**src/rtl/wfc_pkg.sv**
```systemverilog
package wfc_pkg;
  localparam int PROG_N = 4;
  localparam int SW_N   = 4;
  localparam int FLAG_N = PROG_N + SW_N;

  // strobes from control to datapath
  typedef struct packed {
    logic [FLAG_N-1:0] clrNow;   // clear permitted and requested this cycle
    logic [FLAG_N-1:0] clrHeld;  // clear bit held: blocks any set
    logic [SW_N-1:0]   swSet;    // software trigger pulses
  } wfcStrobe_t;
endpackage

```
**src/rtl/wfc_ctrl.sv**
```systemverilog
module wfc_ctrl
  import wfc_pkg::*;
#(
  parameter int SRC_N  = 8,
  parameter int VEC_W  = 3,
  parameter int ADDR_W = 4,
  parameter int DATA_W = 8
) (
  input  logic                           clk,
  input  logic                           rst,
  input  logic                           busValid,
  input  logic [ADDR_W-1:0]              busAddr,
  input  logic [DATA_W-1:0]              busWdata,
  output wfcStrobe_t                     strobe,
  output logic                           gateEn,
  output logic [PROG_N-1:0]              progEn,
  output logic [PROG_N-1:0][$clog2(SRC_N)-1:0] progSel,
  output logic [FLAG_N-1:0][VEC_W-1:0]   vecMap
);
  localparam int SEL_W     = $clog2(SRC_N);
  localparam int ADDR_GATE = 0;
  localparam int ADDR_CLR  = 1;
  localparam int ADDR_SWT  = 2;
  localparam int CFG_BASE  = 4;
  localparam int MAP_BASE  = 8;

  logic [FLAG_N-1:0] clrReg;

  always_ff @(posedge clk) begin
    if (rst) begin
      gateEn  <= 1'b1;
      clrReg  <= '0;
      progEn  <= '0;
      progSel <= '0;
      for (int j = 0; j < FLAG_N; j++) vecMap[j] <= VEC_W'(j);
    end else if (busValid) begin
      if (busAddr == ADDR_W'(ADDR_GATE)) gateEn <= busWdata[0];
      if (busAddr == ADDR_W'(ADDR_CLR))  clrReg <= busWdata[FLAG_N-1:0];
      for (int k = 0; k < PROG_N; k++) begin
        if (busAddr == ADDR_W'(CFG_BASE + k) && !gateEn) begin
          progEn[k]  <= busWdata[DATA_W-1];
          progSel[k] <= busWdata[SEL_W-1:0];
        end
      end
      for (int j = 0; j < FLAG_N; j++) begin
        if (busAddr == ADDR_W'(MAP_BASE + j)) vecMap[j] <= busWdata[VEC_W-1:0];
      end
    end
  end

  always_comb begin
    strobe.swSet   = (busValid && busAddr == ADDR_W'(ADDR_SWT)) ? busWdata[SW_N-1:0] : '0;
    strobe.clrHeld = clrReg;
  end

  for (genvar i = 0; i < FLAG_N; i++) begin : gClr
    if (i < PROG_N) begin : gProg
      assign strobe.clrNow[i] = clrReg[i] & ~gateEn;
    end else begin : gSw
      assign strobe.clrNow[i] = clrReg[i];
    end
  end

  // configuration frozen while the gate is open
  p_cfg_locked_r6: assert property (@(posedge clk) disable iff (rst)
    gateEn |=> ($stable(progEn) && $stable(progSel)));
endmodule

```
**src/rtl/wfc_datapath.sv**
```systemverilog
module wfc_datapath
  import wfc_pkg::*;
#(
  parameter int SRC_N = 8,
  parameter int VEC_W = 3
) (
  input  logic                           clk,
  input  logic                           rst,
  input  logic [SRC_N-1:0]               evIn,
  input  wfcStrobe_t                     strobe,
  input  logic                           gateEn,
  input  logic [PROG_N-1:0]              progEn,
  input  logic [PROG_N-1:0][$clog2(SRC_N)-1:0] progSel,
  input  logic [FLAG_N-1:0][VEC_W-1:0]   vecMap,
  output logic [FLAG_N-1:0]              flags,
  output logic                           wakeOut,
  output logic                           vecValid,
  output logic [VEC_W-1:0]               vecIdx
);
  logic [SRC_N-1:0]  evPrev;
  logic [SRC_N-1:0]  evRise;
  logic [FLAG_N-1:0] setReq;

  always_ff @(posedge clk) begin
    if (rst) evPrev <= '0;
    else     evPrev <= evIn;
  end
  assign evRise = evIn & ~evPrev;

  for (genvar i = 0; i < FLAG_N; i++) begin : gFlag
    if (i < PROG_N) begin : gProg
      assign setReq[i] = progEn[i] & evRise[progSel[i]];
      // held clear with the gate open leaves the flag alone
      p_gate_keeps_r5: assert property (@(posedge clk) disable iff (rst)
        (gateEn && strobe.clrHeld[i]) |=> (flags[i] == $past(flags[i])));
      // enabled source edge sets the flag
      p_edge_sets_r2: assert property (@(posedge clk) disable iff (rst)
        (setReq[i] && !strobe.clrHeld[i]) |=> flags[i]);
    end else begin : gSw
      assign setReq[i] = strobe.swSet[i-PROG_N];
      // trigger write sets the software flag
      p_sw_sets_r3: assert property (@(posedge clk) disable iff (rst)
        (strobe.swSet[i-PROG_N] && !strobe.clrHeld[i]) |=> flags[i]);
    end

    always_ff @(posedge clk) begin
      if (rst)                                     flags[i] <= 1'b0;
      else if (strobe.clrNow[i])                   flags[i] <= 1'b0;
      else if (setReq[i] && !strobe.clrHeld[i])    flags[i] <= 1'b1;
    end

    // permitted clear empties the flag; a held bit blocks new sets
    p_clear_takes_r4: assert property (@(posedge clk) disable iff (rst)
      strobe.clrNow[i] |=> !flags[i]);
    p_held_blocks_r4: assert property (@(posedge clk) disable iff (rst)
      (strobe.clrHeld[i] && !flags[i]) |=> !flags[i]);
  end

  always_comb begin
    vecIdx = '0;
    for (int j = FLAG_N - 1; j >= 0; j--) begin
      if (flags[j]) vecIdx = vecMap[j];
    end
  end
  assign vecValid = |flags;
  assign wakeOut  = vecValid & gateEn;
endmodule

```
**src/rtl/wake_flag_ctrl.sv**
```systemverilog
module wake_flag_ctrl
  import wfc_pkg::*;
#(
  parameter int SRC_N  = 8,
  parameter int VEC_W  = 3,
  parameter int ADDR_W = 4,
  parameter int DATA_W = 8
) (
  input  logic              clk,
  input  logic              rst,
  input  logic              busValid,
  input  logic [ADDR_W-1:0] busAddr,
  input  logic [DATA_W-1:0] busWdata,
  input  logic [SRC_N-1:0]  evIn,
  output logic [FLAG_N-1:0] flags,
  output logic              wakeOut,
  output logic              vecValid,
  output logic [VEC_W-1:0]  vecIdx
);
  localparam int SEL_W = $clog2(SRC_N);

  wfcStrobe_t                     strobe;
  logic                           gateEn;
  logic [PROG_N-1:0]              progEn;
  logic [PROG_N-1:0][SEL_W-1:0]   progSel;
  logic [FLAG_N-1:0][VEC_W-1:0]   vecMap;

  wfc_ctrl #(.SRC_N(SRC_N), .VEC_W(VEC_W), .ADDR_W(ADDR_W), .DATA_W(DATA_W)) uCtrl (
    .clk(clk), .rst(rst), .busValid(busValid), .busAddr(busAddr), .busWdata(busWdata),
    .strobe(strobe), .gateEn(gateEn), .progEn(progEn), .progSel(progSel), .vecMap(vecMap)
  );

  wfc_datapath #(.SRC_N(SRC_N), .VEC_W(VEC_W)) uData (
    .clk(clk), .rst(rst), .evIn(evIn), .strobe(strobe), .gateEn(gateEn),
    .progEn(progEn), .progSel(progSel), .vecMap(vecMap),
    .flags(flags), .wakeOut(wakeOut), .vecValid(vecValid), .vecIdx(vecIdx)
  );

  // the gated output never fires without a flag
  p_wake_needs_flag_r8: assert property (@(posedge clk) disable iff (rst)
    wakeOut |-> (flags != '0));
endmodule

```
**config.mk**
```make
export PLATFORM = sky130hd
export DESIGN_NAME = wake_flag_ctrl
export DESIGN_NICKNAME = d
export VERILOG_FILES = /design/src/rtl/wfc_pkg.sv /design/src/rtl/wfc_ctrl.sv /design/src/rtl/wfc_datapath.sv /design/src/rtl/wake_flag_ctrl.sv
export SDC_FILE = /design/constraint.sdc
export NUM_CORES = 1
export LEC_CHECK = 0
export ABC_AREA = 1
export BUFFER_PORTS_ARGS = -buffer_cell sky130_fd_sc_hd__buf_2
export CAP_MARGIN = 40
export CORE_MARGIN = 10
export CORE_UTILIZATION = 50
export CTS_CLUSTER_SIZE = 16
export DETAILED_ROUTE_END_ITERATION = 16
export GPL_TIMING_DRIVEN = 0
export MAX_ROUTING_LAYER = met4
export PLACE_DENSITY = 0.79
export SETUP_SLACK_MARGIN = 0.02
export SLEW_MARGIN = 25
export SYNTH_ARGS = -nofsm -noshare
export SYNTH_HDL_FRONTEND = slang
export SYNTH_HIERARCHICAL = 1
export SYNTH_SLANG_ARGS = --single-unit
```
**constraint.sdc**
```tcl
create_clock -name clk -period 1 [get_ports clk]
set_input_delay 0.05 -clock clk [delete_from_list [all_inputs] [get_ports clk]]
set_output_delay 0.05 -clock clk [all_outputs]
set_load 0.01 [all_outputs]
```
==> summary.md <==
| Metric | Value |
|---|---|
| CTS tree | done |
| Crit-path cells | inv_4, nand3_1, nand2_1, a21oi_2, o21ai_2, nand2_1, nand2_1, buf_2 |
| WHS Path Cells | 3 |
| Global placement routability congestion | between 0.8 and 0.9 |
| Mapped Cells | 539 |
| Cell count along the critical path | 8 |
| Final WL | 9480 um |
| Seq/Total Area, Yosys | 39.1% |
| Setup_tns | -2.43 ns |
| R2R setup slack | -0.05 ns |
| Yosys reg bits | 65 |
| Global-route wire length before repair | 15,100 um |
| Clk_lat worst skew | 0.35 ns |
| Antenna violations before repair | 0 |
| GRT Overall Usage | between 10% and 20% |
| Register area | approximately 0.0013 mm2 |
| Die height | 102 um |
| Final Worst Setup Slack | -0.469 ns |
| Tmin final | 1.47 ns |
| Initial core utilization | about 52% |
| Most frequent cells in the layout | nand2_1 (133), nor2_1 (99), inv_1 (70) |
| Antenna Violating Nets Remaining | 0 |
| Crit. End Element | output port |
| Failing checks | setup timing |
| Buffer type at the clock tree root | clkbuf_8 |
| Leak Pwr | 1.99 nW |
| Tightest Hold Check Type | input port to flop |
| Num rows | 29 |
| Final setup violation count | 17 |
| Most common cell after layout, fill and taps aside | nand2_1 |
| Setup CP Type | flop to output port |
| I/O pin cnt | 36 |
| Slew HR | between 60% and 70% |
| Clock slew at reported path FFs | 0.07 ns |
| CP arrival | 1.42 ns |
| Area of the multi-input gates | about 0.0018 mm2 |
| CP Buf/Inv Count | 2 |
| Fin. max-slew vios | 0 |
| Leading area contributor after synthesis | dfxtp_1 |
| DP Worst Slack | -0.276 ns |
| Fillcell total | between 500 and 600 |
| CP Max Fanout | 6 |
| RSZ-0062 raised after global routing | yes |
| Worst path most repeated cell | nand2_1 |
| CTS max path bufs | 2 |
| WHS | 0.0197 ns |
| Final Cycle Share | 147% |
| # clock sinks | 65 |
| Die Wd | between 100 and 150 um |
| Status | complete, but fails checks |
| DP HPWL | ~6500 um |
| Die area | 0.0103 mm2 |
| Final Hold Viols | 0 |
| Worst endpoint required time | between 0.9 and 1 ns |
| Crit path largest cell delay | roughly 0.39 ns |
| WL per Instance | 13.8 um |
| Drc violations | 0 |
| Peak supply drop | 0.783 mV |
| Nets | 628 |
| Clock skew | 0.00530 ns |
| Core ar. | 0.00642 mm2 |
| MaxCap Viol Count | 0 |
| Area growth syn-to-layout | 27.6% |
| Synth top area share | between 30 and 40% |
| Syn nets | 562 |
| PwrDens | 1210 mW/mm2 |
| Largest cells by area after synthesis | dfxtp_1 (39%), nand2_1 (17%), nor2_1 (12%) |
| Synthesized area | 0.00333 mm2 |
| Crit-path slowest cell | dfxtp_4 |
| Gr ovfl total | 0 |
| Total power | 0.00512 W |
| Top Family by Delay on Critical Path | flip-flops |
| Worst setup SP type | flop |
| Worst R2R End | uCtrl/progSel[3] |
| Final core occ | 66.1% |
| Vias per Instance | approximately 5.3 |
| Crit Reg-Reg Startpoint | uCtrl/gateEn |
| Min-Delay Endpoint | uCtrl/vecMap[23] |
| Via Count | 3,615 |
| TritonCTS Buffers | 9 |
| Layout cell share with drive strength beyond 1 | between 20% and 30% |
| Syn. warnings | 6 |
| Router iterations before antenna repair | 8 |
| Number of global-route vias before repair | 3,282 |
| F_max | 681 MHz |
| Syn_area_per_cell | 6.17 um2 |
| Netlist cell types | 27 |
| Hold path start | busWdata[2] |
| Pin count of the biggest net entering global routing | 11 |
| Antenna cell count | 0 |
| Slew @ Worst Pin | between 0.5 and 0.6 ns |
| IO Port Bufs | 35 |
| DRT iter0 DRCs | 328 |
| FF-to-FF path depth | 6 |
| CTS H-tree depth | 3 |
==> synthesized netlist by cell type <==
library cell / instances
nand2_1: 151
nor2_1: 103
inv_1: 79
dfxtp_1: 65
nand3_1: 59
a21oi_1: 11
nand4_1: 9
inv_2: 8
o21ai_0: 6
o21ai_1: 5
buf_2: 4
buf_4: 4
nand3b_1: 4
nor3_1: 4
a31oi_1: 3
buf_1: 3
clkbuf_1: 3
nand3_2: 3
nor2_2: 3
or2_1: 3
clkinv_1: 2
nor2_4: 2
and2_1: 1
buf_6: 1
nor4_2: 1
o21a_1: 1
or2_2: 1
==> cell type report <==
cell class	count	area share (%)
repair buffers	55	9.11
plain buffers	15	2.59
clock inverters	4	0.472
multi-input cells	370	42.6
clock buffers	11	3.33
well taps	77	2.27
flip-flops and latches	65	31.7
inverters	89	7.99
==> stage by stage <==
step / std cells / instance area [um2]
6_report: 686 / 4240
5_1_grt: 686 / 4240
4_1_cts: 685 / 4110
3_5_place_dp: 651 / 3610
3_3_place_gp: 651 / 3610
2_1_floorplan: 539 / 3340
==> worst register-to-register path: cells and delay by family, from the launching register on <==
family / cells / cell delay (ns)
DFF: 1 / 0.38
buffers and inverters: 2 / 0.27
and+or+nand+nor: 4 / 0.30
==> cell families (layout without fill, tap and decap cells) <==
family,count (synthesis),after routing,synth area share [%]
and+or+nand+nor,344,344,44.2
buffers and inverters,104,174,12.6
DFF,65,65,39.1
AOI/OAI and AO/OA,26,26,4.10
==> registers in the layout, summed over array words and instances (netlist names) <==
signal and flops:
uCtrl/gateEn 1, uCtrl/progSel 12, uData/flags 8, uCtrl/progEn 4, uCtrl/vecMap 24, uData/evPrev 8, uCtrl/clrReg 8
==> worst max-delay path by stage <==
stage	startpoint	to
detailed placement	rst	uCtrl/progSel[3]
finish	uData/flags[6]	vecIdx[2]
global route	uData/flags[2]	vecIdx[2]
CTS	uData/flags[6]	vecIdx[1]
global placement	rst	uCtrl/progSel[0]
floorplan	uData/flags[7]	wakeOut
==> report_power, final <==
group          internal (W)  switching [W]  leakage [nW]
clock network      0.000935       0.000957        0.0887
logic              0.000210       0.000370          1.36
registers           0.00261      0.0000314         0.537
total               0.00376        0.00136          1.99
==> routing by layer <==
layer | share of wire (%) | vias to the layer above | track usage, %
li1 | - | 1782 | -
met1 | 43 | 1655 | 23.2
met2 | 48 | 161 | 29.9
met3 | 7.4 | 17 | 3.95
met4 | 1.5 | 0 | 6.82
met5 | 0 | - | -
==> what timing repair did <==
action,in CTS,in global routing
hold buffers,12,0
resized for setup,47,47
endpoints found under the hold margin,11,0
pin swaps,24,35
endpoints found under the setup margin,30,38
setup buffers,7,1
Note: power is estimated with default switching activity, not from simulation.
